## src/rtl/spi_snf_pkg.sv

```systemverilog
package spi_snf_pkg;
  typedef enum logic [1:0] {
    FLT_ALL  = 2'd0,
    FLT_LOW  = 2'd1,
    FLT_HIGH = 2'd2
  } filt_e;

  localparam logic [7:0] CMD_ALL  = 8'h0D;
  localparam logic [7:0] CMD_LOW  = 8'h0E;
  localparam logic [7:0] CMD_HIGH = 8'h0F;
  localparam logic [7:0] CH_OPEN  = 8'h5B;
  localparam logic [7:0] CH_CLOSE = 8'h5D;
  localparam logic [7:0] CH_ESC   = 8'h5C;
  localparam logic [7:0] CH_LPAR  = 8'h28;
  localparam logic [7:0] CH_RPAR  = 8'h29;
  localparam logic [7:0] CH_ACK   = 8'h01;
endpackage

```

## src/rtl/spi_snf_sync.sv

```systemverilog
module spi_snf_sync #(
  parameter int W = 4,
  parameter int STAGES = 2,
  parameter logic [W-1:0] RST_VAL = '0
) (
  input  logic         clk,
  input  logic         rst,
  input  logic [W-1:0] d,
  output logic [W-1:0] q
);
  logic [W-1:0] st [STAGES];

  always_ff @(posedge clk) begin
    if (rst) st[0] <= RST_VAL;
    else     st[0] <= d;
  end

  for (genvar i = 1; i < STAGES; i++) begin : g_stage
    always_ff @(posedge clk) begin
      if (rst) st[i] <= RST_VAL;
      else     st[i] <= st[i-1];
    end
  end

  assign q = st[STAGES-1];
endmodule

```

## src/rtl/spi_snf_capture.sv

```systemverilog
module spi_snf_capture
  import spi_snf_pkg::*;
#(
  parameter int DW = 8
) (
  input  logic          clk,
  input  logic          rst,
  input  logic          en,
  input  filt_e         filt,
  input  logic          cpol,
  input  logic          cpha,
  input  logic          sclk,
  input  logic          mosi,
  input  logic          miso,
  input  logic          cs_n,
  output logic          byte_stb,
  output logic [DW-1:0] mosi_byte,
  output logic [DW-1:0] miso_byte,
  output logic          cs_fall,
  output logic          cs_rise
);
  localparam int CW = $clog2(DW);

  logic          sclk_d, cs_d;
  logic [CW-1:0] bit_cnt;
  logic [DW-1:0] sh_mo, sh_mi;
  logic          samp_lvl, samp_edge, pass, cs_chg;

  always_ff @(posedge clk) begin
    if (rst) begin
      sclk_d <= 1'b0;
      cs_d   <= 1'b1;
    end else begin
      sclk_d <= sclk;
      cs_d   <= cs_n;
    end
  end

  always_comb begin
    samp_lvl  = cpol ^ ~cpha;
    samp_edge = (sclk != sclk_d) && (sclk == samp_lvl);
    cs_chg    = (cs_n != cs_d);
    unique case (filt)
      FLT_LOW:  pass = ~cs_n;
      FLT_HIGH: pass = cs_n;
      default:  pass = 1'b1;
    endcase
  end

  always_ff @(posedge clk) begin
    if (rst || !en) begin
      bit_cnt   <= '0;
      sh_mo     <= '0;
      sh_mi     <= '0;
      byte_stb  <= 1'b0;
      cs_fall   <= 1'b0;
      cs_rise   <= 1'b0;
      mosi_byte <= '0;
      miso_byte <= '0;
    end else begin
      byte_stb <= 1'b0;
      cs_fall  <= cs_d & ~cs_n;
      cs_rise  <= ~cs_d & cs_n;
      if (cs_chg) begin
        bit_cnt <= '0;
      end else if (samp_edge && pass) begin
        sh_mo <= {sh_mo[DW-2:0], mosi};
        sh_mi <= {sh_mi[DW-2:0], miso};
        if (bit_cnt == CW'(DW-1)) begin
          bit_cnt   <= '0;
          byte_stb  <= 1'b1;
          mosi_byte <= {sh_mo[DW-2:0], mosi};
          miso_byte <= {sh_mi[DW-2:0], miso};
        end else begin
          bit_cnt <= bit_cnt + 1'b1;
        end
      end
    end
  end
endmodule

```

## src/rtl/spi_snf_fifo.sv

```systemverilog
module spi_snf_fifo #(
  parameter int DW = 8,
  parameter int DEPTH = 16
) (
  input  logic          clk,
  input  logic          rst,
  input  logic          wr_en,
  input  logic [DW-1:0] wr_data,
  output logic          full,
  output logic          out_valid,
  output logic [DW-1:0] out_data,
  input  logic          out_ready
);
  localparam int AW = $clog2(DEPTH);

  logic [DW-1:0] mem [DEPTH];
  logic [AW-1:0] wr_ptr, rd_ptr;
  logic [AW:0]   count;
  logic          rd_fire;

  assign full    = (count == (AW+1)'(DEPTH));
  assign rd_fire = (count != '0) && (!out_valid || out_ready);

  always_ff @(posedge clk) begin
    if (wr_en) mem[wr_ptr] <= wr_data;
    if (rd_fire) out_data <= mem[rd_ptr];
  end

  always_ff @(posedge clk) begin
    if (rst) begin
      wr_ptr    <= '0;
      rd_ptr    <= '0;
      count     <= '0;
      out_valid <= 1'b0;
    end else begin
      if (wr_en)   wr_ptr <= (wr_ptr == AW'(DEPTH-1)) ? '0 : wr_ptr + 1'b1;
      if (rd_fire) rd_ptr <= (rd_ptr == AW'(DEPTH-1)) ? '0 : rd_ptr + 1'b1;
      count <= count + (AW+1)'(wr_en) - (AW+1)'(rd_fire);
      if (rd_fire)        out_valid <= 1'b1;
      else if (out_ready) out_valid <= 1'b0;
    end
  end
endmodule

```

## src/rtl/spi_sniffer.sv

```systemverilog
module spi_sniffer
  import spi_snf_pkg::*;
#(
  parameter int DEPTH = 16,
  parameter int SYNC_STAGES = 2
) (
  input  logic       clk,
  input  logic       rst,
  input  logic       host_valid,
  input  logic [7:0] host_data,
  input  logic       cfg_cpol,
  input  logic       cfg_cpha,
  input  logic       bus_sclk,
  input  logic       bus_mosi,
  input  logic       bus_miso,
  input  logic       bus_cs_n,
  output logic       tx_valid,
  output logic [7:0] tx_data,
  input  logic       tx_ready,
  output logic       overflow,
  output logic       sniffing
);
  localparam int BW = 8;

  logic [3:0]    raw, syn;
  logic          byte_stb, cs_fall, cs_rise;
  logic [BW-1:0] mo_byte, mi_byte, lat_mo, lat_mi;
  filt_e         filt;
  logic          pend_byte, pend_open, pend_close, seq_on;
  logic [2:0]    step;
  logic          push, reply, full, wr_en, is_cmd;
  logic [BW-1:0] pdata;

  assign raw = {bus_sclk, bus_mosi, bus_miso, bus_cs_n};

  spi_snf_sync #(.W(4), .STAGES(SYNC_STAGES), .RST_VAL(4'b0001)) u_sync (
    .clk(clk), .rst(rst), .d(raw), .q(syn)
  );

  spi_snf_capture #(.DW(BW)) u_cap (
    .clk(clk), .rst(rst), .en(sniffing), .filt(filt),
    .cpol(cfg_cpol), .cpha(cfg_cpha),
    .sclk(syn[3]), .mosi(syn[2]), .miso(syn[1]), .cs_n(syn[0]),
    .byte_stb(byte_stb), .mosi_byte(mo_byte), .miso_byte(mi_byte),
    .cs_fall(cs_fall), .cs_rise(cs_rise)
  );

  assign is_cmd = (host_data == CMD_ALL) || (host_data == CMD_LOW) ||
                  (host_data == CMD_HIGH);

  // Emission priority: running record, new record, close marker, open marker.
  always_comb begin
    push  = 1'b0;
    reply = 1'b0;
    pdata = '0;
    if (sniffing && host_valid) begin
      push  = 1'b1;
      reply = 1'b1;
      pdata = CH_ACK;
    end else if (sniffing) begin
      if (seq_on) begin
        push = 1'b1;
        unique case (step)
          3'd1:    pdata = lat_mo;
          3'd2:    pdata = CH_LPAR;
          3'd3:    pdata = CH_ESC;
          3'd4:    pdata = lat_mi;
          default: pdata = CH_RPAR;
        endcase
      end else if (pend_byte) begin
        push  = 1'b1;
        pdata = CH_ESC;
      end else if (pend_close) begin
        push  = 1'b1;
        pdata = CH_CLOSE;
      end else if (pend_open) begin
        push  = 1'b1;
        pdata = CH_OPEN;
      end
    end
  end

  assign wr_en = push && !full && (reply || !overflow);

  always_ff @(posedge clk) begin
    if (rst) begin
      sniffing   <= 1'b0;
      overflow   <= 1'b0;
      filt       <= FLT_ALL;
      pend_byte  <= 1'b0;
      pend_open  <= 1'b0;
      pend_close <= 1'b0;
      seq_on     <= 1'b0;
      step       <= '0;
      lat_mo     <= '0;
      lat_mi     <= '0;
    end else if (!sniffing) begin
      if (host_valid && is_cmd) begin
        sniffing   <= 1'b1;
        overflow   <= 1'b0;
        pend_byte  <= 1'b0;
        pend_open  <= 1'b0;
        pend_close <= 1'b0;
        seq_on     <= 1'b0;
        unique case (host_data)
          CMD_LOW:  filt <= FLT_LOW;
          CMD_HIGH: filt <= FLT_HIGH;
          default:  filt <= FLT_ALL;
        endcase
      end
    end else if (host_valid) begin
      sniffing   <= 1'b0;
      seq_on     <= 1'b0;
      pend_byte  <= 1'b0;
      pend_open  <= 1'b0;
      pend_close <= 1'b0;
    end else begin
      if (push && full) overflow <= 1'b1;
      if (seq_on) begin
        step <= step + 1'b1;
        if (step == 3'd5) seq_on <= 1'b0;
      end else if (pend_byte) begin
        pend_byte <= 1'b0;
        seq_on    <= 1'b1;
        step      <= 3'd1;
      end else if (pend_close) begin
        pend_close <= 1'b0;
      end else if (pend_open) begin
        pend_open <= 1'b0;
      end
      if (byte_stb) begin
        pend_byte <= 1'b1;
        lat_mo    <= mo_byte;
        lat_mi    <= mi_byte;
      end
      if (cs_fall) pend_open  <= 1'b1;
      if (cs_rise) pend_close <= 1'b1;
    end
  end

  spi_snf_fifo #(.DW(BW), .DEPTH(DEPTH)) u_fifo (
    .clk(clk), .rst(rst), .wr_en(wr_en), .wr_data(pdata), .full(full),
    .out_valid(tx_valid), .out_data(tx_data), .out_ready(tx_ready)
  );
endmodule

```

## config.mk

```make
export PLATFORM = sky130hd
export DESIGN_NAME = spi_sniffer
export DESIGN_NICKNAME = d
export VERILOG_FILES = /design/src/rtl/spi_snf_pkg.sv /design/src/rtl/spi_snf_sync.sv /design/src/rtl/spi_snf_capture.sv /design/src/rtl/spi_snf_fifo.sv /design/src/rtl/spi_sniffer.sv
export SDC_FILE = /design/constraint.sdc
export NUM_CORES = 1
export LEC_CHECK = 0
export ABC_AREA = 1
export BUFFER_PORTS_ARGS = -buffer_cell sky130_fd_sc_hd__buf_2
export CORE_ASPECT_RATIO = 1.25
export CORE_MARGIN = 2
export CORE_UTILIZATION = 25
export DETAILED_ROUTE_END_ITERATION = 12
export GPL_ROUTABILITY_DRIVEN = 0
export PLACE_DENSITY = 0.49
export SLEW_MARGIN = 10
export SYNTH_ARGS = -nofsm -noshare
export SYNTH_HDL_FRONTEND = slang
export SYNTH_SLANG_ARGS = --single-unit
export TNS_END_PERCENT = 50
```

## constraint.sdc

```tcl
create_clock -name clk -period 3.1 [get_ports clk]
set_input_delay 0.62 -clock clk [delete_from_list [all_inputs] [get_ports clk]]
set_output_delay 0.62 -clock clk [all_outputs]
set_load 0.01 [all_outputs]
```

==> results.md <==
* Rows at 79
* Max incr delay on CP at between 400 and 500 ps
* Flops & latches, synth at 223
* Pleak at ~0.0040 uW
* Synth Area in Compound Gates at a little over a tenth
* Endpoints failing setup at 0
* Synthesized area at between 9000 and 10,000 um^2
* Synth Area in Adders at 3.12%
* Setup crit end kind: register
* Sw Pwr at about 2100 uW
* Top-count cell post-synth: nor2_1
* Hold Buf Count CTS at 0
* Die W at between 150 and 200 um
* CP Cell Sequence: inv_1 -> ha_1 -> nand3_1 -> nand4_2 -> ha_1 -> inv_1 -> ha_1 -> inv_1 -> fa_1 -> nor2_1 -> nor2_1 -> o21bai_1 -> o21ai_0 -> a21oi_1
* Critical path's slowest cell: fa_1
* Yosys cell types at 39
* Sequential power share at between 40 and 50%
* Total Routing Usage GR at a little over a tenth
* Commonest cells post-synth: 182 x nor2_1, 136 x edfxtp_1, 128 x nand2_1
* Setup TNS at 0 ps
* CP startpoint kind: register
* Top FF cell, synth: edfxtp_1
* Nets at approximately 1,000
* Via density at 4.28
* Status: complete, no violations
* Post-Synth Simple-Gate Area at 17.8%
* Post-Syn Instances at around 950
* Clock transition at path regs at about 60 ps
* Routed WL per cell at between 10 and 15 um
* Largest family of logic cells by synthesized area: simple AND/OR/NAND/NOR gates
* Root Driver: clkbuf_16
* DP HPWL at about 14,000 um
* IO buf count at 28
* Post-synthesis xor/xnor area fraction at 0.370%
* Syn Area/Cell at ~10 um^2
* I/O Pins at 29
* Top cell type's share of synthesized area at between 40% and 50%
* Number of remaining DRC errors at 0
* M2 GR Usage at 19.3%
* Syn_nets at 989
* Async set-reset flop share out of synthesis at 0%
* Met1 Use GR at about 13%
* VDD IR max at 393 uV
* Worst endpoint required time at 3560 ps
* Initial core utilization at about 25%
* Number of inserted diodes at 0
* DRT Pass-1 Iters at 5
* Core area at approximately 37,000 um^2
* Total power density per cell area at 685 nW/um^2
* Remaining antenna violation count after routing at 0
* Clock sinks at 223
* Final setup margin at 609 ps
* Die H at 221 um
* Final period utilization at about 80%
* Slew Limit Fails at 0
* Synthesis Warnings at 0
* Seq/Total Area, Yosys at around three fifths
* Global-route wire length before repair at roughly 34,000 um
* H-tree levels at 1
* Synth top area cells: edfxtp_1 43%, dfxtp_1 18%, nor2_1 7.2%
* Period minus WS final at 2490 ps
* Multiplexer share of the synthesized area at 0%
* Worst min path class: in2reg
* RSZ-0062 raised after global routing: false
* Max cap viols at 0
* Initial DRC Count at approximately 370
* Fmax at 401 MHz
* Number of setup buffers added after CTS at 0
* Area growth from synthesis to layout at 15.4%
* Int Pwr at 5350 uW
* Fraction of layout cells with a size suffix above 1 at approximately an eighth
* Worst Skew at between 10 and 15 ps
* Top Usage Layer GRT: met2
* Total gr overflow at 0
* Switching share of power at 28.5%
* GR Layer Usage met3 at about 1.9%
* CTS tree: yes
* Clock power frac at 38.1%
* Crit path kind: reg2reg
* Max Root-Sink Buffers at 3
* Clock latency on the worst-skew pair at about 530 ps
* Post-CTS sizing at 0
* Die area at between 30,000 and 40,000 um^2
* Comb power frac at 17.4%
* EDFF count, synth at 136
* Vias in the first global route at roughly 6,200
* Worst slew pin tran at around 800 ps
* Worst-path maximum fanout at 3
* Via count at roughly 6,400
* CP Data Arrival Time at between 2000 and 3000 ps
* Antenna violations before repair at 0
* Largest net degree at the start of global routing at slightly below 70
* Yosys top cell by area: edfxtp_1
* DRT Wirelength at roughly 21,000 um
* Worst slack at placement at between 400 and 500 ps
* Slew HR at around 45%
* FILL cells at roughly 3,900
* CTS Buf Count at 25
* Final Hold Viols at 0
-- cell type report --
type                    count  area [um^2]  area share (%)
clock inverters            13         90.1           0.825
inverters                  91          344            3.15
clock buffers              32          694            6.36
flip-flops and latches    223         5830            53.4
repair buffers             49          298            2.73
well taps                 486          608            5.57
multi-input cells         596         3050            28.0
-- state kept, by name, summed over array words and instances (netlist names), 5 cells and up --
name	flops
u_cap.miso_byte	8
u_fifo.count	5
u_cap.mosi_byte	8
u_fifo.out_data	8
u_cap.sh_mo	7
u_fifo.mem	128
lat_mi	8
u_cap.sh_mi	7
u_sync.st	8
lat_mo	8
-- through the flow --
step / hold WS (ps) / cell area, um^2 / util (%) / power [uW] / instances
after detailed placement: 394 / 10100 / 27.2 / 4720 / 1445
after global placement: 388 / 10100 / 27.2 / 4730 / 1445
after floorplan: 388 / 9460 / - / 4340 / 948
after CTS: 247 / 10900 / 29.3 / 7590 / 1490
after global routing: 258 / 10900 / 29.3 / 7900 / 1490
final: 270 / 10900 / 29.3 / 7480 / 1490
-- power by group through the flow --
stage                     registers, uW  logic, uW  clock network [uW]
after floorplan                    3390        942                   0
after global placement             3390       1340                   0
after detailed placement           3390       1330                   0
after CTS                          3330       1340                2920
after global routing               3340       1510                3050
final                              3330       1300                2850
-- cells by family after synthesis --
family,after synthesis
flops,223
simple gates,382
compound gates,187
xor+xnor,4
buf+inv,129
fa+ha+maj,23
-- final timing paths --
| kind | startpoint | end | slack (ps) | cells past startpoint |
|---|---|---|---|---|
| hold / removal | bus_cs_n | u_sync.st[0][0] | 270 | 2 |
| hold reg to reg | u_sync.st[0][2] | u_sync.st[1][2] | 400 | 2 |
| setup / recovery | u_fifo.count[3] | u_fifo.count[4] | 610 | 14 |
| setup reg to reg | u_fifo.count[3] | u_fifo.count[4] | 610 | 14 |
-- worst max-delay path, delay by kind of cell (launching register included) --
family,cells,cell delay (ps)
simple gates,4,430
compound gates,3,400
fa+ha+maj,4,1060
buf+inv,3,190
flops,1,350
-- cells in the final DEF (no fill, tap or decap), types with 2 or more instances in the layout --
cell type and instances:
or2_2 2, buf_2 28, nor2_4 2, xor2_1 3
nor3_1 3, nand2_2 8, nand2_1 128, clkinvlp_4 2
inv_1 79, clkbuf_8 2, o21bai_1 16, buf_4 21
dfxtp_1 86, a21oi_1 44, inv_2 8, nor2_2 3
o211ai_1 16, clkbuf_16 26, nand3_4 2, o21ai_0 79
nand4_1 3, nand3_2 13, nor2_1 182, clkbuf_1 3
nand3_1 30, ha_1 22, clkinv_1 7, clkinv_2 6
o22ai_1 14, edfxtp_1 136, o21ai_1 17
-- routing by layer --
layer / routed length (um) / share of wire (%)
met1: 9400 / 44
met2: 10600 / 50
met3: 913 / 4.3
met4: 483 / 2.3
met5: 0 / 0
Power figures use the tool's default switching activity.
